===== src/rtl/rr_pkg.sv =====
package rr_pkg;
  typedef enum logic [1:0] {
    ST_IDLE  = 2'd0,
    ST_START = 2'd1,
    ST_DATA  = 2'd2,
    ST_CRC   = 2'd3
  } rr_state_e;
endpackage


===== src/rtl/rr_sync.sv =====
module rr_sync #(
  parameter int STAGES = 2
) (
  input  logic clk,
  input  logic rst,
  input  logic d,
  output logic q,
  output logic q_prev
);
  logic [STAGES-1:0] chain;

  always_ff @(posedge clk) begin
    if (rst) begin
      chain  <= '1;
      q_prev <= 1'b1;
    end else begin
      chain[0] <= d;
      for (int i = 1; i < STAGES; i++) chain[i] <= chain[i-1];
      q_prev <= chain[STAGES-1];
    end
  end

  assign q = chain[STAGES-1];
endmodule


===== src/rtl/rr_crc.sv =====
module rr_crc #(
  parameter int             W    = 5,
  parameter logic [W-1:0]   POLY = 5'b00101,
  parameter logic [W-1:0]   INIT = 5'b11111
) (
  input  logic         clk,
  input  logic         rst,
  input  logic         init,
  input  logic         en,
  input  logic         bit_i,
  output logic [W-1:0] crc_o
);
  logic         fb;
  logic [W-1:0] nxt;

  assign fb = crc_o[W-1] ^ bit_i;

  for (genvar i = 0; i < W; i++) begin : g_tap
    if (i == 0) begin : g_lsb
      assign nxt[i] = POLY[i] & fb;
    end else begin : g_upper
      assign nxt[i] = crc_o[i-1] ^ (POLY[i] & fb);
    end
  end

  always_ff @(posedge clk) begin
    if (rst || init) crc_o <= INIT;
    else if (en)     crc_o <= nxt;
  end
endmodule


===== src/rtl/rr_ctrl.sv =====
module rr_ctrl
  import rr_pkg::*;
#(
  parameter int OVS        = 4,
  parameter int SAMPLE_OFS = 2,
  parameter int DATA_W     = 18,
  parameter int CRC_W      = 5
) (
  input  logic clk,
  input  logic rst,
  input  logic line,
  input  logic line_prev,
  input  logic wr_only,
  output logic frame_go,
  output logic take_data,
  output logic take_crc,
  output logic take_last
);
  localparam int TICK_W = $clog2(OVS + 1);
  localparam int MAXB   = (DATA_W > CRC_W) ? DATA_W : CRC_W;
  localparam int CNT_W  = $clog2(MAXB + 1);
  localparam logic [TICK_W-1:0] TICK_END  = TICK_W'(OVS);
  localparam logic [TICK_W-1:0] TICK_MID  = TICK_W'(SAMPLE_OFS);
  localparam logic [TICK_W-1:0] TICK_ONE  = TICK_W'(1);
  localparam logic [CNT_W-1:0]  DATA_LAST = CNT_W'(DATA_W - 1);
  localparam logic [CNT_W-1:0]  CRC_LAST  = CNT_W'(CRC_W - 1);

  rr_state_e         state;
  logic [TICK_W-1:0] tick;
  logic [CNT_W-1:0]  bitcnt;
  logic              fall, at_end;

  assign fall      = line_prev & ~line;
  assign at_end    = (tick == TICK_END);
  assign frame_go  = (state == ST_IDLE) && fall && !wr_only;
  assign take_data = !wr_only && (state == ST_DATA) && at_end;
  assign take_crc  = !wr_only && (state == ST_CRC) && at_end;
  assign take_last = take_crc && (bitcnt == CRC_LAST);

  always_ff @(posedge clk) begin
    if (rst || wr_only) begin
      state  <= ST_IDLE;
      tick   <= '0;
      bitcnt <= '0;
    end else begin
      case (state)
        ST_IDLE: begin
          if (fall) begin
            state <= ST_START;
            tick  <= TICK_ONE;
          end
        end
        ST_START: begin
          if (tick == TICK_MID) begin
            tick   <= TICK_ONE;
            bitcnt <= '0;
            state  <= line ? ST_IDLE : ST_DATA;
          end else begin
            tick <= tick + TICK_ONE;
          end
        end
        ST_DATA: begin
          if (at_end) begin
            tick <= TICK_ONE;
            if (bitcnt == DATA_LAST) begin
              state  <= ST_CRC;
              bitcnt <= '0;
            end else begin
              bitcnt <= bitcnt + 1'b1;
            end
          end else begin
            tick <= tick + TICK_ONE;
          end
        end
        default: begin
          if (at_end) begin
            tick <= TICK_ONE;
            if (bitcnt == CRC_LAST) begin
              state  <= ST_IDLE;
              bitcnt <= '0;
            end else begin
              bitcnt <= bitcnt + 1'b1;
            end
          end else begin
            tick <= tick + TICK_ONE;
          end
        end
      endcase
    end
  end
endmodule


===== src/rtl/rr_read_rx.sv =====
module rr_read_rx #(
  parameter int                DATA_W      = 18,
  parameter int                CRC_W       = 5,
  parameter logic [CRC_W-1:0]  CRC_POLY    = 5'b00101,
  parameter logic [CRC_W-1:0]  CRC_INIT    = 5'b11111,
  parameter int                OVS         = 4,
  parameter int                SAMPLE_OFS  = 2,
  parameter int                SYNC_STAGES = 2
) (
  input  logic              clk,
  input  logic              rst,
  input  logic              rx_line,
  input  logic              wr_only,
  output logic [DATA_W-1:0] rd_data,
  output logic              rd_valid,
  output logic              rd_err
);
  logic              line_s, line_q;
  logic              frame_go, take_data, take_crc, take_last;
  logic [CRC_W-1:0]  crc_acc;
  logic [DATA_W-1:0] data_sh;
  logic [CRC_W-1:0]  crc_sh;
  logic              mismatch;

  rr_sync #(.STAGES(SYNC_STAGES)) u_sync (
    .clk(clk), .rst(rst), .d(rx_line), .q(line_s), .q_prev(line_q)
  );

  rr_ctrl #(
    .OVS(OVS), .SAMPLE_OFS(SAMPLE_OFS), .DATA_W(DATA_W), .CRC_W(CRC_W)
  ) u_ctrl (
    .clk(clk), .rst(rst), .line(line_s), .line_prev(line_q),
    .wr_only(wr_only), .frame_go(frame_go), .take_data(take_data),
    .take_crc(take_crc), .take_last(take_last)
  );

  rr_crc #(.W(CRC_W), .POLY(CRC_POLY), .INIT(CRC_INIT)) u_crc (
    .clk(clk), .rst(rst), .init(frame_go), .en(take_data),
    .bit_i(line_s), .crc_o(crc_acc)
  );

  assign mismatch = ({crc_sh[CRC_W-2:0], line_s} != crc_acc);

  always_ff @(posedge clk) begin
    if (rst) begin
      data_sh <= '0;
      crc_sh  <= '0;
    end else begin
      if (take_data) data_sh <= {data_sh[DATA_W-2:0], line_s};
      if (take_crc)  crc_sh  <= {crc_sh[CRC_W-2:0], line_s};
    end
  end

  always_ff @(posedge clk) begin
    if (rst) begin
      rd_data  <= '0;
      rd_valid <= 1'b0;
      rd_err   <= 1'b0;
    end else begin
      rd_valid <= take_last;
      if (take_last) begin
        rd_data <= data_sh;
        rd_err  <= mismatch;
      end else if (frame_go) begin
        rd_err <= 1'b0;
      end
    end
  end
endmodule


===== config.mk =====
export PLATFORM = sky130hd
export DESIGN_NAME = rr_read_rx
export DESIGN_NICKNAME = d
export VERILOG_FILES = /design/src/rtl/rr_pkg.sv /design/src/rtl/rr_sync.sv /design/src/rtl/rr_crc.sv /design/src/rtl/rr_ctrl.sv /design/src/rtl/rr_read_rx.sv
export SDC_FILE = /design/constraint.sdc
export NUM_CORES = 1
export LEC_CHECK = 0
export ABC_AREA = 1
export BUFFER_PORTS_ARGS = -buffer_cell sky130_fd_sc_hd__buf_2
export CAP_MARGIN = 20
export CORE_AREA = 8 8 76 78
export DETAILED_ROUTE_END_ITERATION = 10
export DIE_AREA = 0 0 84 86
export PLACE_DENSITY = 0.8
export SLEW_MARGIN = 20
export SYNTH_ARGS = -nofsm -noshare
export SYNTH_HDL_FRONTEND = slang
export SYNTH_SLANG_ARGS = --single-unit

===== constraint.sdc =====
create_clock -name clk -period 3.7 [get_ports clk]
set_input_delay 0 -clock clk [delete_from_list [all_inputs] [get_ports clk]]
set_output_delay 0 -clock clk [all_outputs]
set_load 0.01 [all_outputs]

==> results_dict.tcl <==
set metrics [dict create \
    crit_path_start_kind "register" \
    synthesis.area_mm2 0.002626 \
    synth_xor_xnor_area_share_pct 2.668 \
    clock_insertion_delay_worst_skew_ps 340 \
    path_delay_family "simple AND/OR/NAND/NOR gates" \
    crit_path_top_delay_cell "sky130_fd_sc_hd__nor3_4" \
    max_stage_delay_ps 680 \
    max_cap_violations 0 \
    fin_hold_ws_ps 86.41 \
    detail_route.wl_per_cell_um 11.32 \
    die_w_um 84 \
    cts_buffer_depth 2 \
    finalWorstPathRequiredPeriod_ps 2137 \
    globalRouteOverflowTotal 0 \
    fillCellCount 382 \
    clk_transition_reported_paths_ps 70 \
    placement.cell_area_mm2 0.002739 \
    initial_utilization_pct 57.12 \
    area_growth_syn_to_layout_pct 13.44 \
    final_cell_mix "95 x sky130_fd_sc_hd__nor2_1, 60 x sky130_fd_sc_hd__dfxtp_1, 52 x sky130_fd_sc_hd__nand2_1" \
    clk_root_buffer_cell "sky130_fd_sc_hd__clkbuf_8" \
    postRouteWirelength_mm 4.901 \
    status "completed" \
    critPathRequiredTime_ps 3930 \
    totalNegativeSetupSlack_ps 0 \
    drt_pre_antenna_iters 4 \
    post_route_cells_drive_above_1_share_pct 15.04 \
    multi_input_comb_area_mm2 0.001239 \
    hp-class "in2reg" \
    combinational_family_with_the_most_area_after_synthesis "simple AND/OR/NAND/NOR gates" \
    grt_setup_unrepaired "no" \
    number_of_setup_violations_in_the_final_report 0 \
    post-cts-setup-buffers 0 \
    core.rowCount 25 \
    worst-path-max-fanout 27 \
    max-vdd-ir-drop_uv 266.0 \
    cts-buffers-inserted 9 \
    ys_types 28 \
    drtIter0Drc 190 \
    synth.yosys.warnings 0 \
    yosys_register_bits 60 \
    netlist_instances 347 \
    critical_path_class "reg2reg" \
    dieArea_mm2 0.007224 \
    cp.arrival_ps 2370 \
    post_synth.cell_area_avg_um2 7.568 \
    post-route-drc-count 0 \
    area_share_of_and_or_nand_nor_cells_after_synthesis_pct 28.44 \
    power.leakage_uw 0.001416 \
    layout.nets 388 \
    synth_seq_area_share_pct 45.74 \
    mostFrequentLayoutCell "sky130_fd_sc_hd__nor2_1" \
    cts_tree "yes" \
    drt.antenna.violating_nets 0 \
    antennaDiodeCount 0 \
    post_synthesis_adder_cell_area_fraction_pct 4.764 \
    grt.total_usage_pct 14.60 \
    slew_headroom_pct 40.30 \
    regArea_mm2 0.001201 \
    fp.dieH_um 86 \
    worst_slew_pin_tran_ps 894.5 \
    antenna_found_initial 0 \
    pin_count 24 \
    buffer_ports.inserted 23 \
    first_global_vias 1954 \
    post_drt_via_cell_ratio 4.991 \
    worst-path-buf-inv 3 \
    finalHoldViolCount 0 \
    power-per-cell-area_mw_per_mm2 448.9 \
    final.setup_skew_ps 7.210 \
    kind_of_end_point_of_the_critical_path "register" \
    grt_first_pass_wirelength_mm 8.631 \
    synth-compound-area-share_pct 11.29 \
    final-max-slew-violation-count 0 \
    synthMuxAreaShare_pct 0 \
    gpl.final_weighted_congestion 0.9042 \
    synth.net_count 361 \
    clock-sinks 60 \
    fin_crit_sh_pct 57.77 \
    critical_path.cell_chain "inv_1 > ha_1 > inv_1 > nor3_4 > inv_2 > nor2_1 > nor2_1" \
    num_vias 2161 \
    grt_max_degree 42 \
    clock_tree.htree_level_count 3 \
    total_non_filler_cell_area_in_the_finished_layout_mm2 0.002979 \
    floorplan.core_area_mm2 0.004598 \
    detailed_place_hpwl_mm 3.424 \
    fmax_ghz 0.4678 \
]
## Yosys cell counts (all sizes together)
cell type	number	area, µm²
a21oi	10	57.56
buf	7	58.80
clkbuf	3	11.26
dfxtp	60	1201
ha	10	125.1
inv	31	116.4
nand2	55	224.0
nand3	13	77.58
nand4	2	12.51
nor2	97	382.9
nor3	3	37.53
o211ai	2	15.01
o21ai	44	224.0
or2	2	12.51
xnor2	4	35.03
xor2	4	35.03
## layout make-up
type,instances,share of cell area (%)
Clock buffer,11,5.082
Clock inverter,5,1.974
Inverter,31,3.906
Multi-Input combinational cell,246,41.58
Sequential cell,60,40.32
Tap cell,54,2.268
Timing Repair Buffer,26,4.872
## final timing paths
check                                             startpoint                         end  slack (ps)  depth (start not counted)
worst max-delay path            u_ctrl.state[0]$_SDFFE_PP0P_     data_sh[8]$_SDFFE_PP0P_        1560                          7
worst min-delay path                                 wr_only      crc_sh[2]$_SDFFE_PP0N_          90                          4
worst max register to register  u_ctrl.state[0]$_SDFFE_PP0P_     data_sh[8]$_SDFFE_PP0P_        1560                          7
worst min register to register    u_sync.chain[0]$_SDFF_PP1_  u_sync.chain[1]$_SDFF_PP1_         410                          1
## routing by layer
metal / track usage (%) / share of wire, % / vias up
met5: 0 / 0 / -
met4: 8.477 / 2.6 / 0
met3: 4.929 / 4.4 / 12
met2: 24.35 / 48 / 40
met1: 15.81 / 45 / 960
li1: - / - / 1149
## sequential cells by signal, summed over array words and instances, names as in the netlist
register,flops
u_sync.chain,2
data_sh,18
rd_err,1
u_ctrl.state,2
u_ctrl.bitcnt,5
u_sync.q_prev,1
rd_data,18
crc_sh,4
rd_valid,1
u_ctrl.tick,3
u_crc.crc_o,5
## power by group
group	internal, µW	switching [µW]	leakage (µW)
Sequential	650	4.35	0.000484
Combinational	25.1	47.2	0.000830
Clock	349	262	0.000102
## timing repair
| action | CTS | global route |
|---|---|---|
| hold buffers | 3 | 0 |
| gates resized for setup | 0 | 0 |
| endpoints found under the hold margin | 4 | 0 |
| endpoints found under the setup margin | 0 | 0 |
## worst register-to-register path, cell delays in order, from the launching register on
cell and delay (ps):
sky130_fd_sc_hd__dfxtp_1 330, sky130_fd_sc_hd__inv_1 110, sky130_fd_sc_hd__ha_1 230, sky130_fd_sc_hd__inv_1 100, sky130_fd_sc_hd__nor3_4 680, sky130_fd_sc_hd__inv_2 320
sky130_fd_sc_hd__nor2_1 190, sky130_fd_sc_hd__nor2_1 70
## through the flow
stage	util, %	setup slack, ps	power (µW)	cells
after floorplan	-	2271	723.2	347
after global placement	59.56	1663	737.1	414
after detailed placement	59.56	1557	738.6	414
after CTS	64.79	1565	1350	433
after global routing	64.79	1341	1384	433
final	64.79	1563	1337	433
## kinds of logic (layout without fill, tap and decap cells)
kind of cell / count (synthesis) / count (layout)
and+or+nand+nor: 172 / 172
DFF: 60 / 60
AOI/OAI and AO/OA: 56 / 56
buffers and inverters: 41 / 73
adders and majority gates: 10 / 10
xor gates and xnor gates: 8 / 8
No activity file was read; power rests on OpenSTA's default activity.
